$ cat config.mk
export PLATFORM = sky130hd
export DESIGN_NAME = pmc_clk_rst_ctrl
export DESIGN_NICKNAME = d
export VERILOG_FILES = /design/src/rtl/pmc_pkg.sv /design/src/rtl/pmc_timebase.sv /design/src/rtl/pmc_rst_filter.sv /design/src/rtl/pmc_rst_qual.sv /design/src/rtl/pmc_pwr_fsm.sv /design/src/rtl/pmc_clk_rst_ctrl.sv
export SDC_FILE = /design/constraint.sdc
export NUM_CORES = 1
export LEC_CHECK = 0
export BUFFER_PORTS_ARGS = -buffer_cell sky130_fd_sc_hd__buf_2
export CAP_MARGIN = 20
export CORE_AREA = 3 3 40 42
export CTS_BUF_LIST = sky130_fd_sc_hd__clkbuf_8 sky130_fd_sc_hd__clkbuf_16
export DETAILED_ROUTE_END_ITERATION = 12
export DIE_AREA = 0 0 43 45
export PLACE_DENSITY = 0.68
export SLEW_MARGIN = 20
export SYNTH_ARGS = -nofsm -noshare
export SYNTH_HDL_FRONTEND = slang
export SYNTH_SLANG_ARGS = --single-unit
export TNS_END_PERCENT = 30
$ cat constraint.sdc
create_clock -name clk_i -period 1.5 [get_ports clk_i]
set_input_delay 0.3 -clock clk_i [delete_from_list [all_inputs] [get_ports clk_i]]
set_output_delay 0.3 -clock clk_i [all_outputs]
set_load 0.01 [all_outputs]
$ cat src/rtl/pmc_pkg.sv
package pmc_pkg;

    localparam int PCTL_W      = 2;
    localparam int PCTL_IDLE_B = 0;
    localparam int PCTL_DOWN_B = 1;

    typedef enum logic [1:0] {
        PM_RUN  = 2'd0,
        PM_IDLE = 2'd1,
        PM_DOWN = 2'd2
    } pm_state_e;

    typedef struct packed {
        pm_state_e st;
    } pm_regs_t;

endpackage

$ cat src/rtl/pmc_timebase.sv
module pmc_timebase #(
    parameter int MC_CLKS      = 12,
    parameter int SAMPLE_PHASE = 5
) (
    input  logic clk_i,
    output logic half_o,
    output logic sample_o
);
    localparam int PH_W = $clog2(MC_CLKS);

    typedef struct packed {
        logic            half;
        logic [PH_W-1:0] phase;
    } tb_regs_t;

    tb_regs_t d, q;

    // free-running; converges from any power-up value
    always_comb begin
        d.half  = ~q.half;
        d.phase = (q.phase >= PH_W'(MC_CLKS - 1)) ? '0 : q.phase + 1'b1;
    end

    always_ff @(posedge clk_i) begin
        q <= d;
    end

    assign half_o   = q.half;
    assign sample_o = (q.phase == PH_W'(SAMPLE_PHASE));

endmodule

$ cat src/rtl/pmc_rst_filter.sv
module pmc_rst_filter #(
    parameter int SYNC_STAGES = 2,
    parameter int FILT_CLKS   = 4
) (
    input  logic clk_i,
    input  logic rst_raw_i,
    output logic filt_o
);
    localparam int CW = $clog2(FILT_CLKS + 1);

    typedef struct packed {
        logic [SYNC_STAGES-1:0] sync;
        logic                   filt;
        logic [CW-1:0]          cnt;
    } flt_regs_t;

    flt_regs_t d, q;
    logic      lvl;

    assign lvl = q.sync[SYNC_STAGES-1];

    always_comb begin
        d      = q;
        d.sync = {q.sync[SYNC_STAGES-2:0], rst_raw_i};
        if (lvl == q.filt) begin
            d.cnt = '0;
        end else if (q.cnt >= CW'(FILT_CLKS - 1)) begin
            d.filt = lvl;
            d.cnt  = '0;
        end else begin
            d.cnt = q.cnt + 1'b1;
        end
    end

    always_ff @(posedge clk_i) begin
        q <= d;
    end

    assign filt_o = q.filt;

endmodule

$ cat src/rtl/pmc_rst_qual.sv
module pmc_rst_qual #(
    parameter int RST_MCS = 2
) (
    input  logic clk_i,
    input  logic sample_i,
    input  logic filt_i,
    output logic rst_o
);
    localparam int CW = $clog2(RST_MCS + 1);

    typedef struct packed {
        logic [CW-1:0] cnt;
        logic          rst;
    } ql_regs_t;

    ql_regs_t d, q;

    always_comb begin
        d = q;
        if (sample_i) begin
            if (filt_i) begin
                if (q.cnt < CW'(RST_MCS)) d.cnt = q.cnt + 1'b1;
                d.rst = (q.cnt >= CW'(RST_MCS - 1));
            end else begin
                d.cnt = '0;
                d.rst = 1'b0;
            end
        end
    end

    always_ff @(posedge clk_i) begin
        q <= d;
    end

    assign rst_o = q.rst;

endmodule

$ cat src/rtl/pmc_pwr_fsm.sv
module pmc_pwr_fsm
    import pmc_pkg::*;
(
    input  logic              clk_i,
    input  logic              wake_rst_i,
    input  logic              pctl_we_i,
    input  logic [PCTL_W-1:0] pctl_wdata_i,
    input  logic              irq_pend_i,
    input  logic              half_i,
    output logic              core_ce_o,
    output logic              periph_ce_o,
    output logic              osc_run_o
);
    pm_regs_t d, q;

    always_comb begin
        d = q;
        if (wake_rst_i) begin
            d.st = PM_RUN;
        end else begin
            case (q.st)
                PM_RUN: begin
                    if (pctl_we_i) begin
                        if (pctl_wdata_i[PCTL_DOWN_B])      d.st = PM_DOWN;
                        else if (pctl_wdata_i[PCTL_IDLE_B]) d.st = PM_IDLE;
                    end
                end
                PM_IDLE: if (irq_pend_i) d.st = PM_RUN;
                PM_DOWN: d.st = PM_DOWN;
                default: d.st = PM_RUN;
            endcase
        end
    end

    always_ff @(posedge clk_i) begin
        q <= d;
    end

    assign core_ce_o   = half_i & (q.st == PM_RUN);
    assign periph_ce_o = half_i & (q.st != PM_DOWN);
    assign osc_run_o   = (q.st != PM_DOWN);

endmodule

$ cat src/rtl/pmc_clk_rst_ctrl.sv
module pmc_clk_rst_ctrl
    import pmc_pkg::*;
#(
    parameter int MC_CLKS      = 12,
    parameter int SAMPLE_PHASE = 5,
    parameter int RST_MCS      = 2,
    parameter int SYNC_STAGES  = 2,
    parameter int FILT_CLKS    = 4
) (
    input  logic              clk_i,
    input  logic              rst_raw_i,
    input  logic              pctl_we_i,
    input  logic [PCTL_W-1:0] pctl_wdata_i,
    input  logic              irq_pend_i,
    output logic              core_ce_o,
    output logic              periph_ce_o,
    output logic              osc_run_o,
    output logic              rst_sync_o
);
    logic half;
    logic sample_stb;
    logic rst_filt;

    pmc_timebase #(
        .MC_CLKS      (MC_CLKS),
        .SAMPLE_PHASE (SAMPLE_PHASE)
    ) u_timebase (
        .clk_i    (clk_i),
        .half_o   (half),
        .sample_o (sample_stb)
    );

    pmc_rst_filter #(
        .SYNC_STAGES (SYNC_STAGES),
        .FILT_CLKS   (FILT_CLKS)
    ) u_filter (
        .clk_i     (clk_i),
        .rst_raw_i (rst_raw_i),
        .filt_o    (rst_filt)
    );

    pmc_rst_qual #(
        .RST_MCS (RST_MCS)
    ) u_qual (
        .clk_i    (clk_i),
        .sample_i (sample_stb),
        .filt_i   (rst_filt),
        .rst_o    (rst_sync_o)
    );

    pmc_pwr_fsm u_fsm (
        .clk_i        (clk_i),
        .wake_rst_i   (rst_filt),
        .pctl_we_i    (pctl_we_i),
        .pctl_wdata_i (pctl_wdata_i),
        .irq_pend_i   (irq_pend_i),
        .half_i       (half),
        .core_ce_o    (core_ce_o),
        .periph_ce_o  (periph_ce_o),
        .osc_run_o    (osc_run_o)
    );

endmodule

==> results.py <==
metrics = {
    "floorplanning": {
        "floorplan.die.width_um": 43,
        "num_rows": 13,
        "fp.dieH_um": 45,
        "initial_util_pct": 48.49,
        "die-area_um2": 1935,
        "core_area_um2": 1285,
        "ioPinCount": 10,
    },
    "logic_synthesis": {
        "netlist_top_cells_area": "sky130_fd_sc_hd__dfxtp_1, sky130_fd_sc_hd__edfxtp_1, sky130_fd_sc_hd__ha_1",
        "synth_top_area_share_pct": 38.55,
        "muxShareOfSynthArea_pct": 0,
        "synth_nets": 64,
        "arithmetic_cell_share_of_the_synthesized_area_counting_full_adders_half_adders_and_majority_gates_pct": 10.04,
        "postSynthAreaPerCell_um2": 11.76,
        "synth_top_family_by_area": "simple AND/OR/NAND/NOR gates",
        "synth-simple-area-share_pct": 18.67,
        "synth_compound_area_share_pct": 7.028,
        "synth_area_leader_cell": "sky130_fd_sc_hd__dfxtp_1",
        "yosys.cell_types.count": 20,
        "yosys.area_share.xor_xnor_pct": 2.811,
        "synth_seq_area_share_pct": 57.83,
        "synth_warnings": 0,
        "ys_ff_latch": 16,
        "mappedNetlistArea_um2": 623.1,
        "synthCells": 53,
    },
    "sta": {
        "period_share_pct": 93.38,
        "timing.final.max_slew_violations": 0,
        "final-hold-violation-count": 0,
        "final_period_minus_worst_setup_slack_ns": 1.401,
        "timing_worst_slew_pin_value_ns": 0.3482,
        "fmaxAchievable_ghz": 0.7139,
        "clock_skew_ns": 0.001352,
        "unrepaired_setup_endpoints_after_global_routing": "false",
        "max-slew-margin-rel_pct": 76.62,
        "final.setup.worst_slack_ns": 0.09934,
        "total_negative_slack_ns": 0,
        "timing.final.setup_violations": 0,
    },
    "global_routing": {
        "antenna_found_initial": 0,
        "grt_start_max_net_pins": 10,
        "grt_first_pass_wirelength_um": 1442,
        "grt_remaining_overflow": 0,
        "first_global_vias": 362,
        "grt_util_all_layers_pct": 10.63,
    },
    "clock_network": {
        "number_of_cts_inserted_buffers": 3,
        "clock_sinks": 16,
        "cts.root.buffer_cell": "sky130_fd_sc_hd__clkbuf_8",
        "holdBufCountCts": 0,
        "clock_latency_ns": 0.24,
        "clk_transition_reported_paths_ns": 0.06,
        "clockBufferDepth": 2,
        "cts_resized": 0,
        "htreeDepth": 1,
        "post_cts.repair.setup_buffers": 0,
        "cts_tree": "built",
    },
    "setup_path": {
        "timing.critical_path.to_type": "flop",
        "crit_fanout": 4,
        "crit-reg2reg-capture": "u_filter.filt_o$_DFFE_PP_",
        "worstPathArrival_ns": 1.40,
        "reg2reg_from": "u_filter.q[0]$_SDFF_PP0_",
        "startpoint": "u_filter.q[0]$_SDFF_PP0_",
        "timing.reg2reg.setup_slack_ns": 0.1,
        "r2r_cells": 4,
        "worst_setup_path_start_kind": "flop",
        "worst-setup-path-type": "reg -> reg",
        "critical_path_required_ns": 1.50,
        "timing.critical_path.to": "u_filter.filt_o$_DFFE_PP_",
    },
    "pwr": {
        "switching_share_pct": 21.82,
        "cellInternalPower_uw": 785.3,
        "power.combinational.fraction_pct": 12.1,
        "p_sw_uw": 219.2,
        "power.ir.vdd_worst_mv": 0.9878,
        "leakage_uw": 0.0003162,
        "p_seq_share_pct": 51.3,
        "power.clock.fraction_pct": 36.6,
        "power.density_cell_area_nw_per_um2": 1354,
    },
    "routing": {
        "routed_wire_length_per_instance_um": 10.28,
        "first_iter_violations": 6,
        "detailedRoute.firstPassIterationCount": 3,
        "routed-via-count": 397,
        "avgViaCountPerCell": 4.901,
        "final_antenna_net_count": 0,
        "drc": 0,
        "postRouteWirelength_um": 833,
    },
    "worst_hold_path": {
        "worstHoldPathCells": 1,
        "worst_hold_path_type": "in -> reg",
    },
    "finish": {
        "layout-drive-gt1-share_pct": 21.21,
        "antenna_cells_inserted": 0,
        "layout.cells.most_common": "sky130_fd_sc_hd__dfxtp_1",
        "layout-area-overhead-vs-synth_pct": 19.08,
        "multiInputGateArea_um2": 240.2,
        "fillCellCount": 109,
        "finish.net_count": 78,
        "final-seq-area_um2": 360.3,
        "mostFrequentLayoutCells": "sky130_fd_sc_hd__dfxtp_1, sky130_fd_sc_hd__buf_2, sky130_fd_sc_hd__inv_1",
    },
    "placement": {
        "place_worst_setup_slack_ns": 0.1052,
        "io_buffers": 9,
        "hpwlAfterDp_um": 616.2,
        "gp_congestion": 0.6877,
    },
    "status": {
        "run_status": "finished, final reports clean",
    },
    "run": {
        "maxCapViolCount": 0,
    },
}
==> state kept, by name (all words and copies together) (netlist names) <==
name / cells
u_timebase.q: 4
u_filter.q: 3
u_fsm.q: 2
u_qual.q: 2
u_filter.d: 1
u_filter.filt_o: 1
u_filter.lvl: 1
u_qual.rst_o: 1
u_timebase.half_o: 1
==> worst max-delay path: stages, from the launching register on <==
cell	delay [ns]
sky130_fd_sc_hd__dfxtp_1	0.32
sky130_fd_sc_hd__ha_1	0.19
sky130_fd_sc_hd__ha_1	0.17
sky130_fd_sc_hd__a211o_1	0.32
sky130_fd_sc_hd__nor2b_1	0.15
==> logic make-up (layout without fill, tap and decap cells) <==
| logic type | Yosys count | in the layout |
|---|---|---|
| AO/OA/AOI/OAI | 6 | 6 |
| XOR/XNOR | 2 | 2 |
| adder cells (fa/ha/maj) | 5 | 5 |
| buffers and inverters | 6 | 19 |
| flip-flops | 16 | 16 |
| AND/OR/NAND/NOR | 18 | 18 |
==> through the flow <==
step	power, uW	instance area (um^2)	utilization (%)	hold slack [ns]	instances
global placement	644.2	686.9	53.46	0.3106	77
detailed placement	648.4	686.9	53.46	0.3138	77
finish	1004	742.0	57.74	0.1549	81
CTS	1018	742.0	57.74	0.1515	81
global route	1064	742.0	57.74	0.1417	81
floorplan	614.2	623.1	-	0.3096	53
==> power groups by stage <==
stage	combinational [uW]	sequential (uW)	clock, uW
final	122	515	367
after global routing	141	523	400
after global placement	121	523	0
after detailed placement	124	525	0
after floorplan	96.5	518	0
after CTS	124	515	379
==> worst min path at each step <==
stage	slack, ns	endpoint	startpoint
6_report	0.15	u_filter.d[5]$_DFF_P_	rst_raw_i
5_1_grt	0.14	u_filter.d[5]$_DFF_P_	rst_raw_i
4_1_cts	0.15	u_filter.d[5]$_DFF_P_	rst_raw_i
3_5_place_dp	0.31	u_filter.lvl$_DFF_P_	u_filter.d[5]$_DFF_P_
3_3_place_gp	0.31	u_filter.lvl$_DFF_P_	u_filter.d[5]$_DFF_P_
2_1_floorplan	0.31	u_filter.lvl$_DFF_P_	u_filter.d[5]$_DFF_P_
==> cells in the mapped netlist <==
cell type / number
sky130_fd_sc_hd__dfxtp_1: 12
sky130_fd_sc_hd__inv_1: 6
sky130_fd_sc_hd__ha_1: 5
sky130_fd_sc_hd__edfxtp_1: 4
sky130_fd_sc_hd__nor3_1: 4
sky130_fd_sc_hd__nor2_1: 3
sky130_fd_sc_hd__nor2b_1: 3
sky130_fd_sc_hd__and2_1: 2
sky130_fd_sc_hd__nand2b_1: 2
sky130_fd_sc_hd__xnor2_1: 2
sky130_fd_sc_hd__a211o_1: 1
sky130_fd_sc_hd__a211oi_1: 1
sky130_fd_sc_hd__a21boi_0: 1
sky130_fd_sc_hd__a21oi_1: 1
sky130_fd_sc_hd__and3b_1: 1
sky130_fd_sc_hd__nand4b_1: 1
sky130_fd_sc_hd__nand4bb_1: 1
sky130_fd_sc_hd__nor3b_2: 1
sky130_fd_sc_hd__o21a_1: 1
sky130_fd_sc_hd__o31ai_1: 1
==> metal layers <==
| layer | part of all wire (%) | GRT usage (%) | wire [um] | vias up |
|---|---|---|---|---|
| li1 | - | - | - | 210 |
| met1 | 48 | 12.53 | 403 | 170 |
| met2 | 39 | 14.37 | 326 | 13 |
| met3 | 9.1 | 5.179 | 76 | 4 |
| met4 | 3.2 | 9.036 | 27 | 0 |
| met5 | 0 | 0 | 0 | - |
==> layout make-up <==
cell class,count,share of cell area (%)
inverter,6,3.035
multi-input combinational,31,32.38
tap,15,2.530
timing repair buffer,9,6.071
clock buffer,4,7.420
sequential,16,48.57
Power figures use the tool's default switching activity.
